### src/rtl/lpc_sync_pkg.sv
package lpc_sync_pkg;

    typedef enum logic [1:0] {
        K_IO_RD  = 2'b00,
        K_IO_WR  = 2'b01,
        K_DMA_RD = 2'b10,
        K_DMA_WR = 2'b11
    } cyc_kind_e;

    typedef enum logic [2:0] {
        ST_IDLE  = 3'd0,
        ST_WAIT  = 3'd1,
        ST_READY = 3'd2,
        ST_DONE  = 3'd3,
        ST_ERR   = 3'd4
    } sync_st_e;

    localparam logic [3:0] NIB_IO_WAIT  = 4'b0110;
    localparam logic [3:0] NIB_DMA_WAIT = 4'b0101;
    localparam logic [3:0] NIB_READY    = 4'b0000;
    localparam logic [3:0] NIB_ERR      = 4'b1010;

    typedef struct packed {
        logic [3:0] nib;
        logic       oe;
        logic       done;
        logic       tmo;
    } lad_drive_t;

    function automatic logic is_io(cyc_kind_e k);
        return (k == K_IO_RD) || (k == K_IO_WR);
    endfunction

    function automatic logic [3:0] wait_nibble(cyc_kind_e k);
        return is_io(k) ? NIB_IO_WAIT : NIB_DMA_WAIT;
    endfunction

endpackage

### src/rtl/lpc_sync_wcnt.sv
module lpc_sync_wcnt #(
    parameter int CW = 9
) (
    input  logic          clk,
    input  logic          rst,
    input  logic          clr,
    input  logic          inc,
    input  logic [CW-1:0] fixed_n,
    input  logic [CW-1:0] limit_n,
    output logic          at_fixed,
    output logic          at_limit
);
    logic [CW-1:0] count;

    // count holds the ordinal of the wait nibble currently on LAD
    always_ff @(posedge clk) begin
        if (rst)
            count <= '0;
        else if (clr)
            count <= CW'(1);
        else if (inc)
            count <= count + CW'(1);
    end

    assign at_fixed = (count >= fixed_n);
    assign at_limit = (count >= limit_n);

    p_cnt_bound_r7: assert property (@(posedge clk) disable iff (rst)
        count <= limit_n);

    p_inc_stops_r7: assert property (@(posedge clk) disable iff (rst)
        (inc && !clr) |-> (count < limit_n));

endmodule

### src/rtl/lpc_sync_fsm.sv
module lpc_sync_fsm
    import lpc_sync_pkg::*;
#(
    parameter int CW        = 9,
    parameter int WAIT_IORD = 3,
    parameter int WAIT_IOWR = 2,
    parameter int WAIT_DMRD = 3,
    parameter int WAIT_DMWR = 4
) (
    input  logic          clk,
    input  logic          rst,
    input  logic          start,
    input  cyc_kind_e     kind_in,
    input  logic          frame_n,
    input  logic          rdy,
    input  logic          at_fixed,
    input  logic          at_limit,
    output sync_st_e      state,
    output cyc_kind_e     kind_q,
    output logic [CW-1:0] fixed_n,
    output logic          cnt_clr,
    output logic          cnt_inc
);
    sync_st_e nxt;

    always_comb begin
        case (kind_q)
            K_IO_RD:  fixed_n = CW'(WAIT_IORD);
            K_IO_WR:  fixed_n = CW'(WAIT_IOWR);
            K_DMA_RD: fixed_n = CW'(WAIT_DMRD);
            default:  fixed_n = CW'(WAIT_DMWR);
        endcase
    end

    always_comb begin
        nxt     = state;
        cnt_clr = 1'b0;
        cnt_inc = 1'b0;
        if (state != ST_IDLE && !frame_n) begin
            nxt = ST_IDLE;
        end else begin
            case (state)
                ST_IDLE: if (start && frame_n) begin
                    nxt     = ST_WAIT;
                    cnt_clr = 1'b1;
                end
                ST_WAIT: begin
                    if (!at_fixed) begin
                        cnt_inc = 1'b1;
                    end else if (is_io(kind_q) && !rdy) begin
                        if (at_limit) nxt = ST_ERR;
                        else          cnt_inc = 1'b1;
                    end else begin
                        nxt = ST_READY;
                    end
                end
                ST_READY: nxt = ST_DONE;
                default:  nxt = ST_IDLE;
            endcase
        end
    end

    always_ff @(posedge clk) begin
        if (rst) begin
            state  <= ST_IDLE;
            kind_q <= K_IO_RD;
        end else begin
            state <= nxt;
            if (state == ST_IDLE && start && frame_n)
                kind_q <= kind_in;
        end
    end

    p_abort_r9: assert property (@(posedge clk) disable iff (rst)
        (state != ST_IDLE && !frame_n) |=> state == ST_IDLE);

    p_min_wait_r6: assert property (@(posedge clk) disable iff (rst)
        (state == ST_WAIT && frame_n && !at_fixed) |=> state == ST_WAIT);

    p_dma_no_stretch_r6: assert property (@(posedge clk) disable iff (rst)
        (state == ST_WAIT && frame_n && at_fixed && !is_io(kind_q))
        |=> state == ST_READY);

    p_stretch_r5: assert property (@(posedge clk) disable iff (rst)
        (state == ST_WAIT && frame_n && at_fixed && is_io(kind_q) && !rdy && !at_limit)
        |=> state == ST_WAIT);

    p_busy_hold_r10: assert property (@(posedge clk) disable iff (rst)
        (state == ST_WAIT && frame_n) |=> $stable(kind_q));

endmodule

### src/rtl/lpc_sync_enc.sv
module lpc_sync_enc
    import lpc_sync_pkg::*;
(
    input  sync_st_e   state,
    input  cyc_kind_e  kind_q,
    output lad_drive_t drv
);
    always_comb begin
        drv = '0;
        case (state)
            ST_WAIT: begin
                drv.nib = wait_nibble(kind_q);
                drv.oe  = 1'b1;
            end
            ST_READY: begin
                drv.nib = NIB_READY;
                drv.oe  = 1'b1;
            end
            ST_ERR: begin
                drv.nib = NIB_ERR;
                drv.oe  = 1'b1;
                drv.tmo = 1'b1;
            end
            ST_DONE: drv.done = 1'b1;
            default: drv = '0;
        endcase
    end
endmodule

### src/rtl/lpc_sync_gen.sv
module lpc_sync_gen
    import lpc_sync_pkg::*;
#(
    parameter int WAIT_IORD = 3,
    parameter int WAIT_IOWR = 2,
    parameter int WAIT_DMRD = 3,
    parameter int WAIT_DMWR = 4,
    parameter int MAX_SYNC  = 330
) (
    input  logic       clk,
    input  logic       rst,
    input  logic       start,
    input  logic [1:0] cyc_kind,
    input  logic       frame_n,
    input  logic       periph_rdy,
    output logic [3:0] lad_out,
    output logic       lad_oe,
    output logic       done,
    output logic       timeout
);
    localparam int CW = $clog2(MAX_SYNC + 1);

    sync_st_e      state;
    cyc_kind_e     kind_q;
    logic [CW-1:0] fixed_n;
    logic          cnt_clr, cnt_inc, at_fixed, at_limit;
    lad_drive_t    drv;

    lpc_sync_fsm #(
        .CW(CW), .WAIT_IORD(WAIT_IORD), .WAIT_IOWR(WAIT_IOWR),
        .WAIT_DMRD(WAIT_DMRD), .WAIT_DMWR(WAIT_DMWR)
    ) u_fsm (
        .clk(clk), .rst(rst), .start(start),
        .kind_in(cyc_kind_e'(cyc_kind)), .frame_n(frame_n), .rdy(periph_rdy),
        .at_fixed(at_fixed), .at_limit(at_limit),
        .state(state), .kind_q(kind_q), .fixed_n(fixed_n),
        .cnt_clr(cnt_clr), .cnt_inc(cnt_inc)
    );

    lpc_sync_wcnt #(.CW(CW)) u_cnt (
        .clk(clk), .rst(rst), .clr(cnt_clr), .inc(cnt_inc),
        .fixed_n(fixed_n), .limit_n(CW'(MAX_SYNC)),
        .at_fixed(at_fixed), .at_limit(at_limit)
    );

    lpc_sync_enc u_enc (
        .state(state), .kind_q(kind_q), .drv(drv)
    );

    assign lad_out = drv.nib;
    assign lad_oe  = drv.oe;
    assign done    = drv.done;
    assign timeout = drv.tmo;

    p_done_after_ready_r4: assert property (@(posedge clk) disable iff (rst)
        done |-> ($past(lad_oe) && $past(lad_out) == NIB_READY));

    p_done_released_r8: assert property (@(posedge clk) disable iff (rst)
        done |-> !lad_oe);

    p_err_ends_r7: assert property (@(posedge clk) disable iff (rst)
        (timeout && frame_n) |=> (!lad_oe && !done && !timeout));

    p_quiet_lad_r8: assert property (@(posedge clk) disable iff (rst)
        !lad_oe |-> lad_out == 4'b0000);

endmodule

### config.mk
export PLATFORM = sky130hd
export DESIGN_NAME = lpc_sync_gen
export DESIGN_NICKNAME = d
export VERILOG_FILES = /design/src/rtl/lpc_sync_pkg.sv /design/src/rtl/lpc_sync_wcnt.sv /design/src/rtl/lpc_sync_fsm.sv /design/src/rtl/lpc_sync_enc.sv /design/src/rtl/lpc_sync_gen.sv
export SDC_FILE = /design/constraint.sdc
export NUM_CORES = 1
export LEC_CHECK = 0
export BUFFER_PORTS_ARGS = -buffer_cell sky130_fd_sc_hd__buf_2
export CORE_MARGIN = 4
export CORE_UTILIZATION = 55
export CTS_CLUSTER_DIAMETER = 200
export CTS_CLUSTER_SIZE = 12
export DETAILED_ROUTE_END_ITERATION = 7
export GPL_ROUTABILITY_DRIVEN = 0
export PLACE_DENSITY = 0.82
export SLEW_MARGIN = 20
export SYNTH_ARGS = -nofsm -noshare
export SYNTH_HDL_FRONTEND = slang
export SYNTH_HIERARCHICAL = 1
export SYNTH_SLANG_ARGS = --single-unit
### constraint.sdc
create_clock -name clk -period 5.45 [get_ports clk]
set_clock_uncertainty 0.15 [all_clocks]
set_input_delay 0.8175 -clock clk [delete_from_list [all_inputs] [get_ports clk]]
set_output_delay 0.8175 -clock clk [all_outputs]
set_load 0.005 [all_outputs]
==> results of run 1 <==
-- registers in the layout, summed over array words and instances (netlist names) --
register	cells
u_cnt/count	9
u_fsm/state	3
u_fsm/kind_q	2
-- logic make-up (layout without fill, tap and decap cells) --
family	after synthesis	after routing	share of synthesized area [%]
adder cells (fa/ha/maj)	19	19	19.3
XOR/XNOR	6	6	4.27
AO/OA/AOI/OAI	27	27	13.3
other	3	15	0.915
buffers and inverters	27	36	10.4
AND/OR/NAND/NOR	53	53	26.6
multiplexers	3	3	2.44
flip-flops	14	14	22.8
-- cell usage after synthesis, types with 2 or more instances --
master | instances | area (µm²)
a211oi_1 | 4 | 30.0
a21o_1 | 2 | 15.0
a21oi_1 | 7 | 35.0
a31oi_1 | 2 | 12.5
buf_4 | 7 | 52.6
conb_1 | 3 | 11.3
dfxtp_1 | 14 | 280
ha_1 | 19 | 238
inv_1 | 19 | 71.3
mux2i_1 | 3 | 30.0
nand2_1 | 12 | 45.0
nand2b_1 | 2 | 12.5
nand4_1 | 5 | 31.3
nor2_1 | 13 | 48.8
nor2b_1 | 2 | 12.5
o21ai_0 | 8 | 40.0
or2b_2 | 3 | 26.3
or3_1 | 3 | 18.8
xor2_1 | 5 | 43.8
-- report_power, final --
part | total (mW) | switching, mW | internal, mW
Sequential | 0.107 | 0.00303 | 0.104
Combinational | 0.0306 | 0.0164 | 0.0141
Clock | 0.0743 | 0.0336 | 0.0406
Total | 0.212 | 0.0531 | 0.159
-- layer usage --
metal	up-vias	global-route usage, %	routed length (µm)	part of all wire (%)
li1	535	-	-	-
met1	471	17.7	993	45
met2	24	25.2	1100	49
met3	4	2.33	105	4.7
met4	0	7.29	28	1.3
met5	-	0	0	0
-- path summary, 6_finish.rpt --
kind / start / to / depth (start not counted)
worst max-delay path: u_fsm/kind_q[1] / u_cnt/count[8] / 14
worst min-delay path: u_cnt/count[8] / u_cnt/count[8] / 2
worst max register to register: u_fsm/kind_q[1] / u_cnt/count[8] / 14
worst min register to register: u_cnt/count[8] / u_cnt/count[8] / 2
-- per-stage QoR --
stage	util (%)	std cells
after floorplan	-	164
after global placement	64.6	196
after detailed placement	64.6	196
after CTS	66.4	200
after global routing	66.4	200
final	66.4	200
-- worst max-delay path, cell delays in order (launching register included) --
cell     delay (ns)
dfxtp_1        0.44
nand2_1        0.10
inv_1          0.06
inv_1          0.04
ha_1           0.29
a21oi_1        0.11
o21ai_0        0.12
a31oi_1        0.17
o21ai_0        0.15
o31ai_1        0.11
nand2_1        0.10
nor2_1         0.43
nand4_4        0.21
or3_1          0.38
a21oi_1        0.15
-- layout make-up --
type | instances | area (µm²)
Fill cell | 181 | 687
Sequential cell | 14 | 280
Multi-Input combinational cell | 123 | 868
Clock buffer | 4 | 36.3
Tap cell | 27 | 33.8
Timing Repair Buffer | 13 | 65.1
Inverter | 19 | 71.3
==> results.md, run 1 <==
* Setup_tns at 0 ns
* Slew HR at 64.2%
* Post-CTS Hold Buffers at 0
* CP max FO at 7
* Final setup vio count at 0
* GRT Total Usage at 14.7%
* CP required at 5.51 ns
* Number of global-route vias before repair at approximately 960
* CTS tree: done
* First-pass GRT wire length at approximately 3.8 mm
* Starting Density at 60.3%
* Fin nets at 200
* Largest net degree at the start of global routing at 12
* DR vias at between 1000 and 1500
* Worst min path class: flop to flop
* CP arrival at 3.14 ns
* CTS resizes at 0
* Peak supply drop at approximately 170 µV
* DIE WIDTH at 55.3 µm
* Clock sinks at 14
* Chip height at 55.3 µm
* Initial antenna violation count at 0
* Core Area at 2040 µm²
* Root Driver: clkbuf_4
* Port bufs at 13
* CTS clock-pin slew for the worst setup and hold paths at ~0.08 ns
* R2R Setup Slk at 2.37 ns
* RSZ-0062 raised after global routing: no
* Post-DRT Antenna Nets at 0
* Yosys warns at 6
* Register area share after synthesis at 22.8%
* DP HPWL at ~1.8 mm
* Critical Path Source Type: flop
* Post-placement setup slack at roughly 2.4 ns
* Clk_lat worst skew at 0.28 ns
* DRC viols at 0
* Drt first pass iters at 4
* DRT iter0 DRCs at 20
* Top_reg_cell synth: dfxtp_1
* Number of max-cap violations at 0
* Post-synth EDFFs at 0
* Status: complete, no violations
* Tightest Pin Transition at 0.536 ns
* Routed len/inst at between 10 and 15 µm
* Synth Register Bits at 14
* Fin. Hold Viols at 0
* Max Clk Rate at 325 MHz
* Mapped Area at 1230 µm²
* Area growth syn-to-layout at 10.1%
* Mean area per synthesized cell at roughly 8 µm²
* Hold WS at 0.394 ns
* Die area at 3060 µm²
* Final wirelength at 2.22 mm
* Most frequent cells in the layout: inv_1, ha_1, conb_1, dfxtp_1
* Grt total ovfl at 0
* CTS Buf Count at 3
* N_diodes at 0
* CTS max path bufs at 2
* Setup slack after layout at 2.37 ns
* Post-CTS Setup Inserts at 0
* Final min period at slightly above 3 ns
* Cell variety after synth at 38
* Synth Instances at 152
* Share of synthesized registers carrying an async set or reset at 0%
* Layout cells sized above 1 at 15.6%
* Critical path class: flop to flop
* Post-route cell area at 1360 µm²
* Period Utilization, post-route at 56.5%
* Total power at between 200 and 250 µW
* Max-slew violation total from the final report at 0
* Crit end category: flop
* Area post-placement at 1320 µm²
* FP Rows at 16
* Pwr Density at 156 nW/µm²
* Vias per cell at about 5.2
* I/O pins at 14
* CTS H-Tree Depth at 1
* Leakage at 0.676 nW
Note: power is estimated with default switching activity, not from simulation.
==> run 2: changes to the inputs <==
clock period = 3.1 ns   (was 5.45 ns; I/O delays follow)
==> run 2 against run 1 <==
  * Sequential share of layout area shrank 0.23 points
  * Sequential power is 76% higher
  * Routed wire length grew 1.9%
  * Via count shrank 0.58%
  * Final cell count up 1.0%
  * Register-to-register slack worse by 2.1 ns
  * Fmax grew 10%
  * Final area is 1.1% higher
  * Sequential cell count unchanged
  * Global-route usage grew 2.0 points
  * Die area unchanged
  * Largest cell class unchanged
  * Largest power group unchanged
==> results.md, run 2 (synthesis results as in run 1) <==
* Status: complete, no violations (unchanged)
* Pwr Density at 274 nW/µm² (was 156 nW/µm²)
* Biggest register: u_cnt/count (unchanged)
* Post-DRT Antenna Nets at 0 (unchanged)
* Core Area at 2040 µm² (unchanged)
* Worst min path class: input port to flop (was flop to flop)
* Clock sinks at 14 (unchanged)
* CP max stage cell: dfxtp_1 (unchanged)
* Fin nets at 202 (was 200)
* Final setup vio count at 0 (unchanged)
* CTS tree: done (unchanged)
* Post-CTS Setup Inserts at 0 (unchanged)
* Crit end category: flop (unchanged)
* First-pass GRT wire length at 4.31 mm (was 3.80 mm)
* Most frequent cells in the layout: inv_1, ha_1, conb_1, dfxtp_1 (unchanged)
* Total power at 376 µW (was 212 µW)
* Max incr delay on CP at 0.43 ns (was 0.44 ns)
* Vias per cell at 5.09 (was 5.17)
* Final min period at 2.79 ns (was 3.08 ns)
* CP required at 3.16 ns (was 5.51 ns)
* Chip height at 55.3 µm (unchanged)
* Cell total after placement at 198 (was 196)
* CP endpoint: u_cnt/count[8] (unchanged)
* GRT Total Usage at 16.8% (was 14.7%)
* Post-CTS Hold Buffers at 0 (unchanged)
* Worst r2r path cells at 14 (unchanged)
* CTS clock-pin slew for the worst setup and hold paths at 0.09 ns (was 0.08 ns)
* CTS Buf Count at 3 (unchanged)
* DIE WIDTH at 55.3 µm (unchanged)
* CTS resizes at 0 (unchanged)
* Hold WS at 0.295 ns (was 0.394 ns)
* Setup slack after layout at 0.306 ns (was 2.37 ns)
* Cell family with most CP delay: simple AND/OR/NAND/NOR gates (unchanged)
* RSZ-0062 raised after global routing: no (unchanged)
* Critical path origin: u_fsm/kind_q[1] (unchanged)
* CTS max path bufs at 2 (unchanged)
* Number of global-route vias before repair at 1054 (was 956)
* Starting Density at 60.3% (unchanged)
* FP Rows at 16 (unchanged)
* Grt total ovfl at 0 (unchanged)
* I/O pins at 14 (unchanged)
* Die area at 3060 µm² (unchanged)
* DRC viols at 0 (unchanged)
* DRT iter0 DRCs at 19 (was 20)
* Period Utilization, post-route at 90.1% (was 56.5%)
* CP max FO at 7 (unchanged)
* CP Depth at 14 (unchanged)
* DR vias at 1028 (was 1034)
* Fin. Hold Viols at 0 (unchanged)
* Setup_tns at 0 ns (unchanged)
* Post-Layout Cell Count at 202 (was 200)
* Critical path class: flop to flop (unchanged)
* Top Registers: u_cnt/count x9, u_fsm/state x3, u_fsm/kind_q x2 (unchanged)
* Routed len/inst at 11.2 µm (was 11.1 µm)
* Buffers plus inverters on the worst setup path at 2 (unchanged)
* CP arrival at 2.85 ns (was 3.14 ns)
* N_diodes at 0 (unchanged)
* R2R Setup Slk at 0.31 ns (was 2.37 ns)
* Clk_lat worst skew at 0.28 ns (about the same)
* CTS H-Tree Depth at 1 (unchanged)
* Max-slew violation total from the final report at 0 (unchanged)
* Layout cells sized above 1 at 16.6% (was 15.6%)
* Reg-to-reg startpoint: u_fsm/kind_q[1] (unchanged)
* Number of max-cap violations at 0 (unchanged)
* Root Driver: clkbuf_4 (unchanged)
* CP Cell Sequence: nand2_1 -> inv_1 -> inv_1 -> ha_1 -> a21oi_1 -> o21ai_0 -> a31oi_1 -> o21ai_0 -> o31ai_1 -> nand2_1 -> nor2_1 -> nand4_4 -> or3_1 -> a21oi_1 (unchanged)
* Port bufs at 13 (unchanged)
* Max reg flops at 9 (unchanged)
* Area growth syn-to-layout at 11.3% (was 10.1%)
* Leakage at 0.687 nW (was 0.676 nW)
* Peak supply drop at 235 µV (was 170 µV)
* Critical Path Source Type: flop (unchanged)
* Initial antenna violation count at 0 (unchanged)
* Max Clk Rate at 358 MHz (was 325 MHz)
* Largest net degree at the start of global routing at 12 (unchanged)
* Drt first pass iters at 4 (unchanged)
* Post-placement setup slack at 0.359 ns (was 2.40 ns)
* DP HPWL at 1.87 mm (was 1.85 mm)
* Reg2reg end: u_cnt/count[8] (unchanged)
* Final wirelength at 2.27 mm (was 2.22 mm)
[run 2: area by class of cell]
class / count / area [µm²]
Multi-Input combinational cell: 123 / 868
Inverter: 19 / 71.3
Fill cell: 190 / 672
Sequential cell: 14 / 280
Timing Repair Buffer: 15 / 80.1
Tap cell: 27 / 33.8
Clock buffer: 4 / 36.3
[run 2: worst min-delay path by stage]
stage	from	to	slack, ns	depth (start not counted)
after floorplan	u_cnt/count[8]	u_cnt/count[8]	0.33	2
after global placement	u_cnt/count[8]	u_cnt/count[8]	0.37	2
after detailed placement	u_cnt/count[8]	u_cnt/count[8]	0.36	2
after CTS	rst	u_cnt/count[0]	0.29	2
after global routing	cyc_kind[0]	u_fsm/kind_q[0]	0.28	3
final	cyc_kind[0]	u_fsm/kind_q[0]	0.30	3
[run 2: per-layer routing]
metal / GRT usage, % / wire [µm] / vias to the layer above
met3: 2.80 / 63 / 4
met5: 0 / 0 / -
met1: 21.5 / 1100 / 464
met2: 27.0 / 1080 / 13
li1: - / - / 547
met4: 7.99 / 28 / 0
[run 2: power by group]
part           total [mW]  switching, mW  internal (mW)
Sequential          0.188        0.00526          0.183
Combinational      0.0546         0.0291         0.0255
Clock               0.133         0.0616         0.0714
Total               0.376         0.0960          0.280
[run 2: metrics by stage]
step                instance area (µm²)  utilization (%)
floorplan                          1280                -
CTS                                1370             67.1
detailed placement                 1330             65.3
finish                             1370             67.1
global placement                   1330             65.3
global route                       1370             67.1
[run 2: worst min-delay path: cells and delay by family]
family / cells / cell delay (ns)
buffers and inverters: 1 / 0.10
AND/OR/NAND/NOR: 1 / 0.06
multiplexers: 1 / 0.06
